$ cat src/rtl/fp8_mul_pkg.sv
package fp8_mul_pkg;
  parameter int EXP_W  = 4;
  parameter int FRAC_W = 3;

  localparam int FP_W   = 1 + EXP_W + FRAC_W;
  localparam int MAG_W  = EXP_W + FRAC_W;
  localparam int BIAS   = (1 << (EXP_W - 1)) - 1;
  localparam int SIG_W  = FRAC_W + 1;
  localparam int PROD_W = 2 * SIG_W;
  localparam int LZ_W   = $clog2(PROD_W);
  localparam int EXPS_W = EXP_W + 3;
  // biased result exponent = ea + eb + lead - E_OFS
  localparam int E_OFS  = BIAS + 2 * FRAC_W;
  localparam int SH_CAP = SIG_W + 1;
  localparam int WIDE_W = PROD_W + SH_CAP;

  localparam logic [MAG_W-1:0] INF_MAG  = {{EXP_W{1'b1}}, {FRAC_W{1'b0}}};
  localparam logic [MAG_W-1:0] QNAN_MAG = {{EXP_W{1'b1}}, 1'b1, {(FRAC_W-1){1'b0}}};

  typedef enum logic [1:0] {SP_NONE, SP_NAN, SP_INF, SP_ZERO} special_e;

  typedef struct packed {
    logic              sign;
    logic              is_zero;
    logic              is_inf;
    logic              is_nan;
    logic [SIG_W-1:0]  sig;
    logic [EXP_W-1:0]  exp_eff;
  } operand_t;
endpackage

$ cat src/rtl/fp8_mul_unpack.sv
module fp8_mul_unpack
  import fp8_mul_pkg::*;
(
  input  logic [FP_W-1:0] word_i,
  output operand_t        op_o
);
  logic [EXP_W-1:0]  exp_f;
  logic [FRAC_W-1:0] frac_f;
  logic              exp_zero, exp_ones, frac_zero;

  assign exp_f     = word_i[FP_W-2 -: EXP_W];
  assign frac_f    = word_i[FRAC_W-1:0];
  assign exp_zero  = (exp_f == '0);
  assign exp_ones  = &exp_f;
  assign frac_zero = (frac_f == '0);

  always_comb begin
    op_o.sign    = word_i[FP_W-1];
    op_o.is_zero = exp_zero & frac_zero;
    op_o.is_inf  = exp_ones & frac_zero;
    op_o.is_nan  = exp_ones & ~frac_zero;
    op_o.sig     = {~exp_zero, frac_f};
    // subnormals share the exponent of field value 1
    op_o.exp_eff = exp_zero ? EXP_W'(1) : exp_f;
  end
endmodule

$ cat src/rtl/fp8_mul_front.sv
module fp8_mul_front
  import fp8_mul_pkg::*;
(
  input  operand_t                  a_i,
  input  operand_t                  b_i,
  output special_e                  sp_o,
  output logic                      sign_o,
  output logic [PROD_W-1:0]         norm_o,
  output logic signed [EXPS_W-1:0]  exp_o
);
  logic [PROD_W-1:0] prod;
  logic [LZ_W-1:0]   lead;

  assign prod   = PROD_W'(a_i.sig) * PROD_W'(b_i.sig);
  assign sign_o = a_i.sign ^ b_i.sign;

  always_comb begin
    lead = '0;
    for (int i = 0; i < PROD_W; i++) begin
      if (prod[i]) lead = LZ_W'(i);
    end
  end

  assign norm_o = prod << (PROD_W - 1 - int'(lead));
  assign exp_o  = EXPS_W'(int'(a_i.exp_eff) + int'(b_i.exp_eff) + int'(lead) - E_OFS);

  always_comb begin
    if (a_i.is_nan || b_i.is_nan || (a_i.is_inf && b_i.is_zero) || (a_i.is_zero && b_i.is_inf))
      sp_o = SP_NAN;
    else if (a_i.is_inf || b_i.is_inf)
      sp_o = SP_INF;
    else if (a_i.is_zero || b_i.is_zero)
      sp_o = SP_ZERO;
    else
      sp_o = SP_NONE;
  end


  always_comb begin
    if (sp_o == SP_NONE) norm_msb_chk: assert (norm_o[PROD_W-1] == 1'b1);
  end
endmodule

$ cat src/rtl/fp8_mul_round.sv
module fp8_mul_round
  import fp8_mul_pkg::*;
(
  input  logic [PROD_W-1:0]         norm_i,
  input  logic signed [EXPS_W-1:0]  exp_i,
  output logic [MAG_W-1:0]          mag_o,
  output logic                      ovf_o,
  output logic                      unf_o,
  output logic                      inx_o
);
  logic [WIDE_W-1:0] wide;
  logic [SIG_W-1:0]  kept;
  logic              guard, sticky, inc, tiny;
  int                e_int, sh, code;

  always_comb begin
    e_int = int'(exp_i);
    tiny  = (e_int < 1);
    sh    = tiny ? (1 - e_int) : 0;
    if (sh > SH_CAP) sh = SH_CAP;
    wide   = {norm_i, {SH_CAP{1'b0}}} >> sh;
    kept   = wide[WIDE_W-1 -: SIG_W];
    guard  = wide[WIDE_W-1-SIG_W];
    sticky = |wide[WIDE_W-2-SIG_W:0];
    inc    = guard & (sticky | kept[0]);
    // exponent step and significand add share one carry chain
    code   = ((tiny ? 0 : e_int - 1) << FRAC_W) + int'(kept) + int'(inc);
    ovf_o  = (code >= int'(INF_MAG));
    mag_o  = ovf_o ? INF_MAG : MAG_W'(code);
    inx_o  = guard | sticky | ovf_o;
    unf_o  = tiny & (guard | sticky);
  end


  always_comb begin
    if (tiny) tiny_no_ovf_chk: assert (!ovf_o);
  end
endmodule

$ cat src/rtl/fp8_mul.sv
module fp8_mul
  import fp8_mul_pkg::*;
(
  input  logic            clk_i,
  input  logic            rst_ni,
  input  logic            in_valid_i,
  input  logic [FP_W-1:0] op_a_i,
  input  logic [FP_W-1:0] op_b_i,
  output logic            out_valid_o,
  output logic [FP_W-1:0] result_o,
  output logic            overflow_o,
  output logic            underflow_o,
  output logic            inexact_o
);
  logic [FP_W-1:0] words [2];
  operand_t        ops   [2];

  assign words[0] = op_a_i;
  assign words[1] = op_b_i;

  for (genvar g = 0; g < 2; g++) begin : g_unp
    fp8_mul_unpack u_unp (.word_i(words[g]), .op_o(ops[g]));
  end

  special_e                 sp_d;
  logic                     sign_d;
  logic [PROD_W-1:0]        norm_d;
  logic signed [EXPS_W-1:0] exp_d;

  fp8_mul_front u_front (
    .a_i   (ops[0]),
    .b_i   (ops[1]),
    .sp_o  (sp_d),
    .sign_o(sign_d),
    .norm_o(norm_d),
    .exp_o (exp_d)
  );

  logic                     v1_q;
  special_e                 sp1_q;
  logic                     sign1_q;
  logic [PROD_W-1:0]        norm1_q;
  logic signed [EXPS_W-1:0] exp1_q;

  always_ff @(posedge clk_i or negedge rst_ni) begin
    if (!rst_ni) begin
      v1_q    <= 1'b0;
      sp1_q   <= SP_ZERO;
      sign1_q <= 1'b0;
      norm1_q <= '0;
      exp1_q  <= '0;
    end else begin
      v1_q <= in_valid_i;
      if (in_valid_i) begin
        sp1_q   <= sp_d;
        sign1_q <= sign_d;
        norm1_q <= norm_d;
        exp1_q  <= exp_d;
      end
    end
  end

  logic [MAG_W-1:0] mag_r;
  logic             ovf_r, unf_r, inx_r;

  fp8_mul_round u_round (
    .norm_i(norm1_q),
    .exp_i (exp1_q),
    .mag_o (mag_r),
    .ovf_o (ovf_r),
    .unf_o (unf_r),
    .inx_o (inx_r)
  );

  logic [FP_W-1:0] res_d;
  logic            ovf_d, unf_d, inx_d;

  always_comb begin
    ovf_d = 1'b0;
    unf_d = 1'b0;
    inx_d = 1'b0;
    unique case (sp1_q)
      SP_NAN:  res_d = {1'b0, QNAN_MAG};
      SP_INF:  res_d = {sign1_q, INF_MAG};
      SP_ZERO: res_d = {sign1_q, {MAG_W{1'b0}}};
      default: begin
        res_d = {sign1_q, mag_r};
        ovf_d = ovf_r;
        unf_d = unf_r;
        inx_d = inx_r;
      end
    endcase
  end

  always_ff @(posedge clk_i or negedge rst_ni) begin
    if (!rst_ni) begin
      out_valid_o <= 1'b0;
      result_o    <= '0;
      overflow_o  <= 1'b0;
      underflow_o <= 1'b0;
      inexact_o   <= 1'b0;
    end else begin
      out_valid_o <= v1_q;
      if (v1_q) begin
        result_o    <= res_d;
        overflow_o  <= ovf_d;
        underflow_o <= unf_d;
        inexact_o   <= inx_d;
      end
    end
  end


  latency_chk: assert property (@(posedge clk_i) disable iff (!rst_ni)
    in_valid_i |=> ##1 out_valid_o);

  idle_chk: assert property (@(posedge clk_i) disable iff (!rst_ni)
    !in_valid_i |=> ##1 !out_valid_o);

  sign_chk: assert property (@(posedge clk_i) disable iff (!rst_ni)
    (out_valid_o && result_o[MAG_W-1:0] != QNAN_MAG) |->
      result_o[FP_W-1] == ($past(op_a_i[FP_W-1], 2) ^ $past(op_b_i[FP_W-1], 2)));

  ovf_inf_chk: assert property (@(posedge clk_i) disable iff (!rst_ni)
    (out_valid_o && overflow_o) |-> (result_o[MAG_W-1:0] == INF_MAG && inexact_o));

  unf_range_chk: assert property (@(posedge clk_i) disable iff (!rst_ni)
    (out_valid_o && underflow_o) |->
      (inexact_o && !overflow_o && result_o[FP_W-2 -: EXP_W] <= EXP_W'(1)));

  nan_canon_chk: assert property (@(posedge clk_i) disable iff (!rst_ni)
    (out_valid_o && (&result_o[FP_W-2 -: EXP_W]) && result_o[FRAC_W-1:0] != '0) |->
      (result_o == {1'b0, QNAN_MAG} && !overflow_o && !underflow_o && !inexact_o));
endmodule

$ cat config.mk
export PLATFORM = sky130hd
export DESIGN_NAME = fp8_mul
export DESIGN_NICKNAME = d
export VERILOG_FILES = /design/src/rtl/fp8_mul_pkg.sv /design/src/rtl/fp8_mul_unpack.sv /design/src/rtl/fp8_mul_front.sv /design/src/rtl/fp8_mul_round.sv /design/src/rtl/fp8_mul.sv
export SDC_FILE = /design/constraint.sdc
export NUM_CORES = 1
export LEC_CHECK = 0
export BUFFER_PORTS_ARGS = -buffer_cell sky130_fd_sc_hd__buf_2
export CORE_UTILIZATION = 55
export CTS_CLUSTER_SIZE = 20
export DETAILED_ROUTE_END_ITERATION = 7
export GPL_ROUTABILITY_DRIVEN = 0
export PLACE_DENSITY = 0.74
export SLEW_MARGIN = 20
export SYNTH_ARGS = -nofsm -noshare
export SYNTH_HDL_FRONTEND = slang
export SYNTH_HIERARCHICAL = 1
export SYNTH_SLANG_ARGS = --single-unit
$ cat constraint.sdc
create_clock -name clk_i -period 7.3 [get_ports clk_i]
set_input_delay 1.46 -clock clk_i [delete_from_list [all_inputs] [get_ports clk_i]]
set_output_delay 1.46 -clock clk_i [all_outputs]
set_load 0.02 [all_outputs]
## After elaboration in Yosys (flattened, before gate mapping)

Cells that the tools add are included.

| storage, ports and cells | value |
|---|---|
| flip-flop bits (word level) | 31 |
| latch bits | 0 |
| memory bits (writable) | 0 |
| bits in read-only memories | 0 |
| input bits | 19 |
| output and inout bits | 12 |
| logic and storage cells | 78 |
| memories | 0 |

| cells by class | value |
|---|---|
| $add $sub $neg | 8 |
| multiply operators | 1 |
| divide/modulo/power cells | 0 |
| $lt $le $gt $ge | 3 |
| equal/unequal tests | 3 |
| shifts and indexed selects | 2 |
| muxes and demuxes | 20 |
| bitwise gates (word level) | 16 |
| reductions and logical operators | 15 |

Operator list:

| kind | count |
|---|---|
| 32-bit two-way mux | 2 |
| 32-bit by 2-bit adder with 32-bit output | 1 |
| 32-bit by 5-bit adder with 32-bit output | 1 |
| 32-bit by 8-bit >= comparator with 1-bit output (second input constant) | 1 |
| 32-bit by 4-bit greater-than comparator with 1-bit output (second input constant) | 1 |
| 8-bit by 32-bit << shifter with 8-bit output | 1 |
| 13-bit by 32-bit right shift with 13-bit output | 1 |
| 29-bit two-way mux | 1 |
| 8-bit case mux with 3 select lines | 1 |
| 3-bit two-way mux | 4 |
| 2-bit two-way mux | 5 |
| 1-bit AND | 8 |
| 4-bit logical NOT | 2 |
| 4-bit by 4-bit multiplier with 8-bit output | 1 |
| 4-bit two-way mux | 2 |
| 4-bit AND reduction | 2 |
| 8-bit OR reduction | 1 |
| 2-bit by 7-bit subtractor with 8-bit output (first input constant) | 1 |
| 7-bit by 2-bit subtractor with 8-bit output (second input constant) | 1 |
| 7-bit by 4-bit adder with 7-bit output | 1 |
| 7-bit by 2-bit less-than comparator with 1-bit output (second input constant) | 1 |
| 7-bit two-way mux | 1 |
| 7-bit by 5-bit subtractor with 7-bit output (second input constant) | 1 |
| 3-bit logical NOT | 2 |
| other kinds (11) | 25 |

## Logic depth before layout (Yosys ltp)

| logic depth | value |
|---|---|
| depth after elaboration | 12 |
| gate-level depth with buffers | 29 |
| gate-level depth less buffers | 27 |

## Modules after synthesis

Netlist, hierarchy kept.

Modules (own cells, without submodules):

| module | times used | cells an instance | area each (um2) | sequential area each (um2) |
|---|---|---|---|---|
| fp8_mul_front | 1 | 174 | 1393.8 | 0.0 |
| fp8_mul | 1 | 96 | 1375.1 | 778.2 |
| fp8_mul_round | 1 | 192 | 1306.3 | 0.0 |
| fp8_mul_unpack | 2 | 14 | 88.8 | 0.0 |

## Worst setup path after synthesis

No wires, ideal clock.

| timing path | value |
|---|---|
| path kind | in2reg |
| start | in op_b_i[4] |
| end | reg exp1_q[5] |
| library setup time | 125 ps |
| arrival time | 6236 ps |
| data required time | 7175 ps |
| setup slack | 938 ps |
| stages on the path | 20 |
| path buffers | 2 |
| path through | or4_4 nand2_1 fa_1 inv_1 fa_1 fa_1 buf_6 a21o_2 o211a_1 o211ai_2 o211ai_2 buf_6 nand2_1 fa_1 ha_1 fa_1 a21o_1 a21oi_1 xnor2_1 mux2_4 |

| between the ends | value |
|---|---|
| cells in the longest elaborated chain, start to end | 10 |
| elaborated cells between the ends (all ways) | 12 |
| classes of those cells | add/sub (3); mul (1); mux (6); bitwise (1); reduce/logical (1) |

RTL lines:

| item | RTL line | source |
|---|---|---|
| start, declared | fp8_mul.sv:8 | `input logic [FP_W-1:0] op_b_i,` |
| 4-bit logical NOT | fp8_mul_unpack.sv:13 | `assign exp_zero = (exp_f == '0);` |
| 1-bit inverter | fp8_mul_unpack.sv:22 | `op_o.sig = {~exp_zero, frac_f};` |
| 4-bit by 4-bit multiplier with 8-bit output | fp8_mul_front.sv:14 | `assign prod = PROD_W'(a_i.sig) * PROD_W'(b_i.sig);` |
| 2-bit two-way mux | fp8_mul_front.sv:20 | `if (prod[i]) lead = LZ_W'(i);` |
| 3-bit two-way mux (4 in a row) | fp8_mul_front.sv:20 |  |
| 7-bit by 4-bit adder with 7-bit output * | fp8_mul_front.sv:25 | `assign exp_o = EXPS_W'(int'(a_i.exp_eff) + int'(b_i.exp_eff) + int'(lead) - E_OFS);` |
| 7-bit by 5-bit subtractor with 7-bit output * | fp8_mul_front.sv:25 |  |
| via exp_d[5] | fp8_mul.sv:28 | `logic signed [EXPS_W-1:0] exp_d;` |
| end signal, assigned | fp8_mul.sv:58 | `exp1_q <= exp_d;` |
| end, declared | fp8_mul.sv:43 | `logic signed [EXPS_W-1:0] exp1_q;` |

The timed path passes the listed nets; every way through them passes the cells marked *.
A chain may end at the register's enable or synchronous reset.

## Worst setup path in the final report

| timing path | value |
|---|---|
| start | reg exp1_q[0] |
| end | reg result_o[5] |

| between the ends | value |
|---|---|
| cells in the longest elaborated chain, start to end | 12 |
| elaborated cells between the ends (all ways) | 16 |
| classes of those cells | add/sub (4); order compare (3); shift (1); mux (5); bitwise (2); reduce/logical (1) |

RTL lines:

| item | RTL line | source |
|---|---|---|
| branches (longest 8 deep; another with 32-bit by 4-bit greater-than comparator with 1-bit output) | n/a |  |
| 32-bit by 2-bit adder with 32-bit output * | fp8_mul_round.sv:27 | `code = ((tiny ? 0 : e_int - 1) << FRAC_W) + int'(kept) + int'(inc);` |
| 32-bit by 8-bit >= comparator with 1-bit output | fp8_mul_round.sv:28 | `ovf_o = (code >= int'(INF_MAG));` |
| 7-bit two-way mux * | fp8_mul_round.sv:29 | `mag_o = ovf_o ? INF_MAG : MAG_W'(code);` |
| via mag_r[5] | fp8_mul.sv:63 | `logic [MAG_W-1:0] mag_r;` |
| 8-bit case mux with 3 select lines * | fp8_mul.sv:82 | `unique case (sp1_q)` |
| end signal, assigned | fp8_mul.sv:105 | `result_o <= res_d;` |
| end, declared | fp8_mul.sv:10 | `output logic [FP_W-1:0] result_o,` |

Mark *: on every way through the listed nets, which the timed path passes.

==> impl_metrics.py <==
metrics = {
    "logic_synthesis": {
        "synth_edf_count": 0,
        "yosysUniqueCellTypes": 84,
        "syn_nets": 556,
        "synth_most_common_cell": "inv_1",
        "avgSynthCellArea_um2": 8.68,
        "synthArstFlopShare_pct": 100,
        "synth-seq-cells": 31,
        "synth_top_cell_by_area": "dfrtp_1",
        "netlist_instances": 490,
        "ys_top_cells_by_count": "40 x inv_1, 39 x ha_1, 38 x nor2_1",
        "synth.top_cells.by_area": "dfrtp_1 17%, ha_1 11%, mux2_4 5.6%, fa_1 3.8%, inv_1 3.5%",
        "synth_ff_type": "dfrtp_1",
        "yosysWarnings": 6,
        "ys_seq_area_share_pct": 18.3,
        "synth_top_area_share_pct": 17.1,
        "syn-cell-area_um2": 4250,
    },
    "critical_path": {
        "reg2reg_depth": 27,
        "reg2reg_to": "result_o[5]",
        "critical_path_required_ns": 7.44,
        "crit_type": "flip-flop to flip-flop",
        "critPathArrivalTime_ns": 6.85,
        "crit_fanout": 8,
        "critPathLaunchType": "flip-flop",
        "r2r_start": "exp1_q[0]",
        "cp-end-kind": "flip-flop",
        "r2r_setup_slack_ns": 0.60,
    },
    "min_path": {
        "min_to": "result_o[5]",
        "hold_depth": 2,
        "min_from": "result_o[5]",
        "min_path_type": "flip-flop to flip-flop",
    },
    "die": {
        "die_height_um": 89.9,
        "num_io_pins": 31,
        "core-area_um2": 7370,
        "start_util_pct": 57.7,
        "die_w_um": 89.9,
        "num_rows": 31,
        "dieArea_um2": 8090,
    },
    "drt": {
        "first_iter_violations": 183,
        "via_per_inst": 6.00,
        "drtAntennaViolNets": 0,
        "first_pass_iters": 5,
        "drc_errors": 0,
        "routed-via-count": 3613,
        "routedWlPerCell_um": 14.3,
        "drt-total-wl_um": 8610,
    },
    "clock_tree": {
        "cts_buffers": 5,
        "clk_latency_ns": 0.29,
        "path_clk_slew_ns": 0.07,
        "cts.path.max_buffers": 2,
        "numClockSinks": 31,
        "htreeDepth": 2,
        "cts_tree": "done",
        "ctsHoldBuffers": 0,
        "root_buffer": "clkbuf_8",
    },
    "global_route": {
        "grt_pass1_vias": 3439,
        "grt_usage_pct": 22.3,
        "grt_pass1_wl_um": 15300,
        "antenna_found_initial": 0,
        "grt_overflow": 0,
        "grt_max_degree": 32,
    },
    "sta": {
        "tns_ns": 0,
        "drv_slew": 0,
        "max_freq_mhz": 149,
        "period_share_pct": 91.8,
        "fin_skew_ns": 0.00537,
        "hold_violations": 0,
        "layout_min_cycle_time_ns": 6.70,
        "maxSlewHeadroom_pct": 49.8,
        "max_slew.worst_pin.slew_ns": 0.754,
        "setup_viol": 0,
        "layout_setup_ws_ns": 0.597,
    },
    "pwr": {
        "p_leak_nw": 2.05,
        "p_per_area_nw_per_um2": 384,
        "vdd_drop_max_uv": 156,
    },
    "cells_and_area": {
        "drive_above_1_share_pct": 20.9,
        "seqCellArea_um2": 778,
        "multi_input_area_um2": 3120,
        "diodes": 0,
        "syn_to_final_growth_pct": 5.24,
        "fin_nets": 568,
        "fillers": 656,
    },
    "flow_run": {
        "drv_cap": 0,
    },
    "status": {
        "status": "complete, no violations",
    },
    "placement": {
        "hpwlAfterDp_um": 6790,
        "place.port_buffers": 30,
        "dp_slack_ns": 0.435,
    },
}
-- kinds of logic after synthesis --
| kind of cell | share of synthesized area [%] |
|---|---|
| and+or+nand+nor | 23.1 |
| AOI/OAI and AO/OA | 21.1 |
| buffers and inverters | 8.59 |
| adders and majority gates | 15.2 |
| muxes | 9.97 |
| DFF | 18.3 |
| xor gates and xnor gates | 3.71 |
-- sequential cells by signal (all words and copies together) (netlist names) --
signal,count
norm1_q,8
result_o,8
exp1_q,7
sp1_q,2
inexact_o,1
out_valid_o,1
overflow_o,1
sign1_q,1
underflow_o,1
v1_q,1
-- layout by cell type, fill, tap and decap left out, types with 8 or more instances in the layout --
cell / instances
inv_1: 40
ha_1: 39
nor2_1: 38
buf_2: 30
dfrtp_1: 29
nand2_1: 28
a21oi_1: 23
o21ai_0: 20
mux2_4: 16
mux2i_1: 15
nor3_1: 14
nand3_1: 12
and2_1: 11
xnor2_1: 11
fa_1: 8
-- routing by layer --
| metal | up-vias | wire, um | global-route usage (%) |
|---|---|---|---|
| li1 | 1776 | - | - |
| met1 | 1720 | 4060 | 29.9 |
| met2 | 104 | 4020 | 38.0 |
| met3 | 13 | 403 | 2.88 |
| met4 | 0 | 115 | 5.78 |
| met5 | - | 0 | 0 |
-- worst max-delay path, stage by stage, from the launching register on --
cell,delay [ns]
dfrtp_1,0.51
inv_1,0.17
ha_1,0.26
nor2b_1,0.16
xor2_1,0.15
and3_1,0.17
ha_1,0.41
and3_4,0.28
a31oi_2,0.08
o21ai_0,0.32
inv_1,0.11
nor3_1,0.25
ha_1,0.18
inv_1,0.07
nor3_2,0.24
nor3b_1,0.36
a31oi_1,0.20
nand3b_1,0.21
ha_1,0.29
nor4b_1,0.24
nand4_1,0.14
a211o_1,0.29
a2111oi_1,0.49
o211ai_2,0.20
a211oi_2,0.38
o21ai_1,0.11
mux2i_1,0.21
a21oi_2,0.08
-- power breakdown --
group	internal (mW)	switching [mW]	total (mW)
combinational	0.541	0.713	1.25
sequential	0.233	0.0774	0.310
clock	0.0857	0.0670	0.153
total	0.859	0.858	1.72
-- final cells by class --
| type | count | share of cell area, % |
|---|---|---|
| multi-input cells | 387 | 69.6 |
| flip-flops and latches | 31 | 17.4 |
| repair buffers | 37 | 4.53 |
| inverters | 40 | 3.35 |
| well taps | 99 | 2.77 |
| clock buffers | 7 | 2.15 |
| clock inverters | 1 | 0.168 |
-- worst max path at each step --
| stage | start | end | slack (ns) | cells after the start |
|---|---|---|---|---|
| final | exp1_q[0] | result_o[5] | 0.60 | 27 |
| after global routing | exp1_q[1] | result_o[5] | -0.01 | 27 |
| after CTS | exp1_q[0] | result_o[5] | 0.47 | 27 |
| after detailed placement | op_b_i[4] | exp1_q[5] | 0.43 | 19 |
| after global placement | exp1_q[0] | result_o[5] | 0.56 | 27 |
| after floorplan | op_b_i[4] | exp1_q[5] | 0.94 | 20 |
-- what timing repair did --
| action | in CTS | in global routing |
|---|---|---|
| resized for setup | 0 | 2 |
| buffers inserted | 0 | 0 |
| endpoints found under the setup margin | 0 | 9 |
-- metrics by stage --
step | utilization (%) | std cells | cell area, um^2 | power [mW] | hold slack (ns)
floorplan | - | 490 | 4250 | 1.29 | 0.480
global placement | 59.2 | 594 | 4360 | 1.51 | 0.490
detailed placement | 59.2 | 594 | 4360 | 1.54 | 0.495
CTS | 60.6 | 602 | 4470 | 1.70 | 0.511
global route | 60.7 | 602 | 4480 | 1.88 | 0.546
finish | 60.7 | 602 | 4480 | 1.72 | 0.504
No activity file was read; power rests on OpenSTA's default activity.
